==> config.mk <==
export PLATFORM = sky130hd
export DESIGN_NAME = card_clk_gen
export DESIGN_NICKNAME = d
export VERILOG_FILES = /design/src/rtl/card_clk_pkg.sv /design/src/rtl/ccg_prescaler.sv /design/src/rtl/ccg_phase.sv /design/src/rtl/ccg_gate.sv /design/src/rtl/card_clk_gen.sv
export SDC_FILE = /design/constraint.sdc
export NUM_CORES = 1
export LEC_CHECK = 0
export ABC_AREA = 1
export ABC_CLOCK_PERIOD_IN_PS = 4000
export BUFFER_PORTS_ARGS = -buffer_cell sky130_fd_sc_hd__buf_2
export CORE_MARGIN = 2
export CORE_UTILIZATION = 27
export CTS_CLUSTER_SIZE = 28
export DETAILED_ROUTE_END_ITERATION = 6
export PLACE_DENSITY = 0.46
export SLEW_MARGIN = 20
export SYNTH_ARGS = -nofsm -noshare
export SYNTH_HDL_FRONTEND = slang
export SYNTH_SLANG_ARGS = --single-unit
==> constraint.sdc <==
create_clock -name clk -period 4 [get_ports clk]
set_clock_uncertainty 0.2 [all_clocks]
set_input_delay 0.2 -clock clk [delete_from_list [all_inputs] [get_ports clk]]
set_output_delay 0.2 -clock clk [all_outputs]
set_load 0.03 [all_outputs]
==> src/rtl/card_clk_pkg.sv <==
package card_clk_pkg;
  localparam int PRE_W_DEF = 12;
  localparam int DIV_W_DEF = 4;
  localparam logic [15:0] RATE_RESET_VAL = 16'h0001;
endpackage

==> src/rtl/ccg_prescaler.sv <==
module ccg_prescaler #(
  parameter int PRE_W = 12
) (
  input  logic             clk,
  input  logic             restart,
  input  logic [PRE_W-1:0] term,
  output logic             tick
);
  logic [PRE_W-1:0] pre_q;

  assign tick = !restart && (pre_q == term);

  always_ff @(posedge clk) begin
    if (restart || tick) pre_q <= '0;
    else                 pre_q <= pre_q + 1'b1;
  end
endmodule

==> src/rtl/ccg_phase.sv <==
module ccg_phase #(
  parameter int CNT_W = 6
) (
  input  logic             clk,
  input  logic             restart,
  input  logic             tick,
  input  logic [CNT_W-1:0] k_cur,
  input  logic [CNT_W-1:0] half_cur,
  input  logic [CNT_W-1:0] k_new,
  output logic             wrap,
  output logic             hi_n
);
  logic [CNT_W-1:0] cnt_q, cnt_n;

  assign wrap = tick && (cnt_q == k_cur - 1'b1);

  always_comb begin
    if (restart)   cnt_n = k_new - 1'b1;
    else if (wrap) cnt_n = '0;
    else if (tick) cnt_n = cnt_q + 1'b1;
    else           cnt_n = cnt_q;
  end

  assign hi_n = !restart && (cnt_n < half_cur);

  always_ff @(posedge clk) cnt_q <= cnt_n;
endmodule

==> src/rtl/ccg_gate.sv <==
module ccg_gate (
  input  logic clk,
  input  logic rst,
  input  logic srst,
  input  logic start_req,
  input  logic stop_req,
  input  logic wrap,
  input  logic hi_n,
  output logic card_clk_o,
  output logic running_o
);
  logic want_q, run_n;

  always_comb begin
    if (rst || srst) run_n = 1'b0;
    else if (wrap)   run_n = want_q;
    else             run_n = running_o;
  end

  always_ff @(posedge clk) begin
    if (rst)           want_q <= 1'b0;
    else if (srst)     want_q <= start_req && !stop_req;
    else if (stop_req) want_q <= 1'b0;
    else if (start_req) want_q <= 1'b1;
    running_o  <= run_n;
    card_clk_o <= run_n && hi_n;
  end
endmodule

==> src/rtl/card_clk_gen.sv <==
module card_clk_gen
  import card_clk_pkg::*;
#(
  parameter int PRE_W = PRE_W_DEF,
  parameter int DIV_W = DIV_W_DEF
) (
  input  logic                   clk,
  input  logic                   rst,
  input  logic                   rate_we,
  input  logic [PRE_W+DIV_W-1:0] rate_wdata,
  input  logic                   stop_req,
  input  logic                   start_req,
  input  logic                   reset_req,
  output logic                   card_clk_o,
  output logic                   clk_running_o,
  output logic                   soft_rst_o
);
  localparam int RATE_W = PRE_W + DIV_W;
  localparam int CNT_W  = DIV_W + 2;
  localparam logic [RATE_W-1:0] RATE_DEF = RATE_W'(RATE_RESET_VAL);

  function automatic logic [CNT_W-1:0] k_of(input logic [RATE_W-1:0] r);
    logic [CNT_W-1:0] de;
    de = CNT_W'(r[DIV_W-1:0]);
    if (de == '0) de = CNT_W'(1);
    de = de + 1'b1;
    if (r[RATE_W-1:DIV_W] != '0) de = de << 1;
    return de;
  endfunction

  function automatic logic [PRE_W-1:0] term_of(input logic [RATE_W-1:0] r);
    logic [PRE_W-1:0] p;
    p = r[RATE_W-1:DIV_W];
    return (p == '0) ? '0 : p - 1'b1;
  endfunction

  logic              srst_now, restart, tick, wrap, hi_n;
  logic [RATE_W-1:0] rate_q, rate_n;
  logic [CNT_W-1:0]  k_cur, half_cur, k_new;

  assign srst_now = reset_req;
  assign restart  = rst || srst_now || rate_we;

  always_comb begin
    if (rst || srst_now) rate_n = RATE_DEF;
    else if (rate_we)    rate_n = rate_wdata;
    else                 rate_n = rate_q;
  end

  always_ff @(posedge clk) begin
    rate_q     <= rate_n;
    soft_rst_o <= !rst && srst_now;
  end

  assign k_cur    = k_of(rate_q);
  assign half_cur = k_cur >> 1;
  assign k_new    = k_of(rate_n);

  ccg_prescaler #(.PRE_W(PRE_W)) i_pre (
    .clk(clk), .restart(restart), .term(term_of(rate_q)), .tick(tick)
  );

  ccg_phase #(.CNT_W(CNT_W)) i_phase (
    .clk(clk), .restart(restart), .tick(tick), .k_cur(k_cur),
    .half_cur(half_cur), .k_new(k_new), .wrap(wrap), .hi_n(hi_n)
  );

  ccg_gate i_gate (
    .clk(clk), .rst(rst), .srst(srst_now), .start_req(start_req),
    .stop_req(stop_req), .wrap(wrap), .hi_n(hi_n),
    .card_clk_o(card_clk_o), .running_o(clk_running_o)
  );
endmodule

-- Yosys cells after proc, flatten, opt, wreduce, memory -nomap -nowiden
Index checks and enable logic that the tools add are counted.
W data, S select, Z words.
- $add $sub $neg: 7
- magnitude comparators: 1
- equality and inequality tests: 2
- multiplexer cells: 15
- reduce and logical (&&, ||, !) cells: 18
- operators by type and width (kind ; number):
    $mux W16 ; 2
    $mux W6 ; 5
    $reduce_bool A12 Y1 ; 2
    $add A6 B1 Y6 const B ; 3
    $add A12 B1 Y12 const B ; 1
    $eq A12 B12 Y1 ; 1
    $logic_not A12 Y1 ; 1
    $mux W12 ; 1
    $sub A12 B1 Y12 const B ; 1
    $sub A6 B1 Y6 const B ; 2
    $logic_not A4 Y1 ; 2
    $mux W4 ; 2
    $eq A6 B6 Y1 ; 1
    $logic_and A1 B1 Y1 ; 6
    $lt A6 B5 Y1 ; 1
    $mux W1 ; 5
    $logic_not A1 Y1 ; 3
    $logic_or A1 B1 Y1 ; 3
    $reduce_bool A3 Y1 ; 1
- register bits: 38
- input port bits: 22
- output and inout bits: 3
- word-level logic and storage cells: 50

-- Depth between registers and ports, before layout
- depth in word-level cells: 12
- gate-level depth with buffers: 24
- gate-level depth less buffers: 24

-- By module
A second synthesis with hierarchy kept.
- cell total of the unflattened synthesis: 514
- area, all modules: 3128.0 um^2
- by module, submodules not included (module ; times used ; cells an instance ; area each (um^2) ; seq. area each (um^2)):
    card_clk_gen ; 1 ; 241 ; 1447.6 ; 340.3
    ccg_phase ; 1 ; 134 ; 783.3 ; 120.1
    ccg_prescaler ; 1 ; 119 ; 762.0 ; 240.2
    ccg_gate ; 1 ; 20 ; 135.1 ; 60.1

-- Least setup slack after synthesis
OpenSTA, ideal clock, no wires.
- path type: flip-flop to flip-flop
- start: reg rate_q[4]
- end: reg i_gate.card_clk_o
- library setup time: 0.112 ns
- arrival time: 2.831 ns
- data required time: 3.688 ns
- setup slack: 0.857 ns
- stages on the path, launching flop included: 24
- buffers on the path: 1
- period minus slack after synthesis: 3.143 ns
- path through: dfxtp_1 -> inv_1 -> ha_1 -> nand2_2 -> nor2_4 -> nand2_4 -> buf_6 -> nand3_2 -> nand2_2 -> nor2_2 -> nand2_1 -> nor2_2 -> nand3_2 -> nor2_4 -> nand2_1 -> nor2_2 -> and3_1 -> o31ai_2 -> ha_1 -> inv_1 -> o211ai_1 -> inv_1 -> nand3_1 -> nor2_1
- longest elaborated chain between the ends: 10
- elaborated cells between the ends (all ways): 23
- those cells by class: 3 x add/sub; 1 x order compare; 2 x eq/ne; 10 x mux; 7 x reduce/logical
- ends and longest elaborated chain (element ; RTL line ; RTL):
    from (decl) ; card_clk_gen.sv:38 ; logic [RATE_W-1:0] rate_q, rate_n;
    from (signal assigned) ; card_clk_gen.sv:51 ; rate_q <= rate_n;
    $sub A12 B1 Y12, or another cell as far along ; card_clk_gen.sv:34 ; return (p == '0) ? '0 : p - 1'b1;
    $mux W12 or $mux W6 (tied branches) ; card_clk_gen.sv:34, card_clk_gen.sv:27 ;
    $eq A12 B12 Y1 or $sub A6 B1 Y6 (tied branches) ; ccg_prescaler.sv:11, ccg_phase.sv:15 ;
    $logic_and A1 B1 Y1 or $eq A6 B6 Y1 (tied branches) ; ccg_prescaler.sv:11, ccg_phase.sv:15 ;
    $mux W6 or $logic_and A1 B1 Y1 (tied branches) ; ccg_phase.sv:20, ccg_phase.sv:15 ;
    $mux W6 ; ccg_phase.sv:19 ; else if (wrap) cnt_n = '0;
    $mux W6 * ; ccg_phase.sv:18 ; if (restart) cnt_n = k_new - 1'b1;
    net i_phase.cnt_n[4] ; ccg_phase.sv:13 ; logic [CNT_W-1:0] cnt_q, cnt_n;
    $lt A6 B5 Y1 * ; ccg_phase.sv:24 ; assign hi_n = !restart && (cnt_n < half_cur);
    $logic_and A1 B1 Y1 * ; ccg_phase.sv:24 ;
    $logic_and A1 B1 Y1 * ; ccg_gate.sv:26 ; card_clk_o <= run_n && hi_n;
    to (signal assigned) ; ccg_gate.sv:26 ;
    to (decl) ; ccg_gate.sv:9 ; output logic card_clk_o,
The timed path passes the listed nets; every way through them passes the cells marked *.
A chain may end at the register's enable or synchronous reset.

-- Worst setup path in the final report
Ends and elaborated chain as after synthesis.

==> impl_metrics.py <==
metrics = {
    "sta": {
        "fin_tns_setup_ns": 0,
        "finalSetupViolCount": 0,
        "worst_slew_pin_slew_ns": 0.440,
        "drv_slew": 0,
        "fmax_mhz": 280,
        "rsz0062_at_grt": "no",
        "min_period_ns": 3.57,
        "period_share_pct": 89.2,
        "finalHoldViolCount": 0,
        "relSlewSlack_pct": 70.6,
    },
    "synthesis": {
        "avgSynthCellArea_sq_um": 6.12,
        "syn_nets": 509,
        "ys_types": 44,
        "yosysWarnings": 0,
        "synth_top_area_share_pct": 25.9,
        "ys_ff_latch": 38,
        "syn_inst": 480,
        "syn_area_sq_um": 2940,
        "synth_area_leaders": "dfxtp_1 26%, nand2_1 17%, inv_1 9.1%",
        "yosys.area.top_type": "dfxtp_1",
        "synth_seq_area_share_pct": 25.9,
    },
    "clock_tree": {
        "clock-sinks": 38,
        "clkTransAtPathRegs_ns": 0.09,
        "cts_root_buffer": "clkbuf_8",
        "clk_latency_ns": 0.30,
        "clockBufferDepth": 2,
        "cts_buffers": 5,
        "htree_levels": 2,
        "cts_tree": "done",
        "cts_setup_buffers": 0,
    },
    "floorplanning": {
        "die-area_sq_um": 11700,
        "start_util_pct": 27.3,
        "die_y_um": 108,
        "fp-row-count": 38,
        "io_pins": 25,
        "die_x_um": 108,
        "coreArea_sq_um": 10700,
    },
    "pwr": {
        "finalPower_mw": 1.10,
        "irDropWorstVdd_mv": 0.182,
        "power_leakage_nw": 1.58,
        "p_per_area_nw_per_um2": 320,
    },
    "placement": {
        "gp_congestion": 0.828,
        "placedCellCount": 638,
        "portBuffers": 24,
        "post-dp-hpwl_um": 6010,
        "dpl_cell_area_sq_um": 3190,
    },
    "critical_path": {
        "critPathBufInv": 3,
        "crit_path_start_kind": "register",
        "cp_slowest_stage_delay_ns": 0.32,
        "crit_chain": "inv_1 -> ha_1 -> nand2_2 -> nor2_4 -> nand2_8 -> nand3_2 -> nand2_1 -> nor2_1 -> nand2_1 -> nor2_2 -> nand3_2 -> nor2_4 -> nand2_1 -> nor2_2 -> a21oi_1 -> o31ai_2 -> ha_1 -> inv_1 -> o211ai_1 -> inv_1 -> nand3_1 -> nor2_1",
        "worst_setup_path_end_kind": "register",
        "critPathKind": "reg2reg",
        "crit_arrival_ns": 3.61,
        "required_ns": 4.04,
        "critPathMaxFanout": 34,
        "cp_top_family": "simple AND/OR/NAND/NOR gates",
        "cp_slowest_cell": "dfxtp_1",
    },
    "finish": {
        "layout-drive-gt1-share_pct": 13.1,
        "post-route-util_pct": 32.1,
        "finalNetCount": 549,
        "diodes": 0,
        "final_area_sq_um": 3450,
        "final_cells": 661,
        "area_delta_synth_final_pct": 17.3,
    },
    "flow_run": {
        "maxCapViolCount": 0,
    },
    "detailed_routing": {
        "num_vias": 2983,
        "drtIter0Drc": 120,
        "routed_wl_um": 7500,
        "detail-route-antenna-nets": 0,
        "dr.pass1.iters": 5,
        "routedWlPerCell_um": 11.3,
        "drc": 0,
        "viasPerCell": 4.51,
    },
    "global_routing": {
        "overflow": 0,
        "antenna_found_initial": 0,
        "track_usage_pct": 14.0,
        "grt_pass1_wl_um": 13100,
        "grt_max_degree": 35,
        "grt_pass1_vias": 2779,
    },
    "worst_hold_path": {
        "hold_path.class": "in2reg",
    },
    "status": {
        "status": "finished clean",
    },
}
-- registers in the layout, summed over array words and instances, names as in the netlist --
name	flops
i_pre.pre_q	12
i_phase.cnt_q	6
rate_q	16
i_gate.card_clk_o	1
i_gate.running_o	1
soft_rst_o	1
i_gate.want_q	1
-- worst register-to-register path, stage by stage (launching register included) --
cell and delay, ns:
dfxtp_1 0.32, inv_1 0.16, ha_1 0.29, nand2_2 0.12
nor2_4 0.25, nand2_8 0.20, nand3_2 0.11, nand2_1 0.09
nor2_1 0.11, nand2_1 0.06, nor2_2 0.10, nand3_2 0.13
nor2_4 0.14, nand2_1 0.08, nor2_2 0.12, a21oi_1 0.09
o31ai_2 0.29, ha_1 0.30, inv_1 0.06, o211ai_1 0.09
inv_1 0.06, nand3_1 0.07, nor2_1 0.08
-- timing repair --
| action | 4_1_cts | 5_1_grt |
|---|---|---|
| endpoints found under the setup margin | 0 | 1 |
| hold endpoints to repair | 13 | 0 |
| resized for setup | 0 | 1 |
| hold buffers | 15 | 0 |
-- metal layers --
layer | GRT usage, % | up-vias | part of all wire [%]
met1 | 19.1 | 1319 | 52
met3 | 2.71 | 6 | 2.0
met2 | 22.4 | 29 | 45
met5 | 0 | - | 0
met4 | 4.03 | 0 | 1.3
li1 | - | 1629 | -
-- path summary, 6_finish.rpt --
kind / start / end / slack, ns / cells after the start
setup / recovery: rate_q[4] / i_gate.card_clk_o / 0.43 / 22
hold reg to reg: i_pre.pre_q[0] / i_pre.pre_q[0] / 0.28 / 1
setup reg to reg: rate_q[4] / i_gate.card_clk_o / 0.43 / 22
hold / removal: rate_wdata[0] / rate_q[0] / 0.04 / 5
-- report_power, final --
group	internal (mW)	total (mW)	switching, mW
clock	0.142	0.299	0.157
sequential	0.398	0.423	0.0249
combinational	0.146	0.381	0.236
-- cells in the mapped netlist (all sizes together) --
cell type,number
nor2,67
o211ai,1
a31oi,3
clkbuf,3
xnor2,2
nand2,140
nand3b,2
o22ai,1
dfxtp,38
a221oi,1
a21oi,24
o32ai,1
nor4,6
clkinv,2
nand4,14
o21ai,17
inv,72
o31ai,1
nor3b,3
o21bai,1
xor2,7
nand3,46
buf,6
o311ai,1
o2111ai,1
nor3,10
and2,1
and3,1
ha,7
o21a,1
-- layout by cell type, fill, tap and decap left out, drive strengths merged, types with 3 or more instances in the layout --
master       count
a21oi           24
a31oi            3
buf             27
clkbuf           6
dfxtp           38
dlygate4sd3     15
ha               7
inv             73
nand2          140
nand3           46
nand4           14
nor2            67
nor3            10
nor3b            3
nor4             6
o21ai           17
xor2             7
-- through the flow --
step	hold slack, ns	worst slack, ns
finish	0.0391	0.434
global route	0.0688	0.0544
CTS	0.0259	0.357
detailed placement	0.169	0.389
global placement	0.161	0.453
floorplan	0.0724	0.857
-- kinds of logic (layout without fill, tap and decap cells) --
| logic type | after synthesis | count (layout) | synth area share, % |
|---|---|---|---|
| and+or+nand+nor | 290 | 290 | 46.1 |
| adders and majority gates | 7 | 7 | 2.98 |
| DFF | 38 | 38 | 25.9 |
| buffers and inverters | 83 | 124 | 11.8 |
| xor gates and xnor gates | 9 | 9 | 2.94 |
| AOI/OAI and AO/OA | 53 | 53 | 10.4 |
-- cell type report --
class                      instances  area [sq um]
clock buffer                       6          82.6
tap                              140           175
multi-input combinational        359          1840
clock inverter                     2          16.3
inverter                          74           278
timing repair buffer              42           293
sequential                        38           761
fill                            1263          7300
Power figures use the tool's default switching activity.
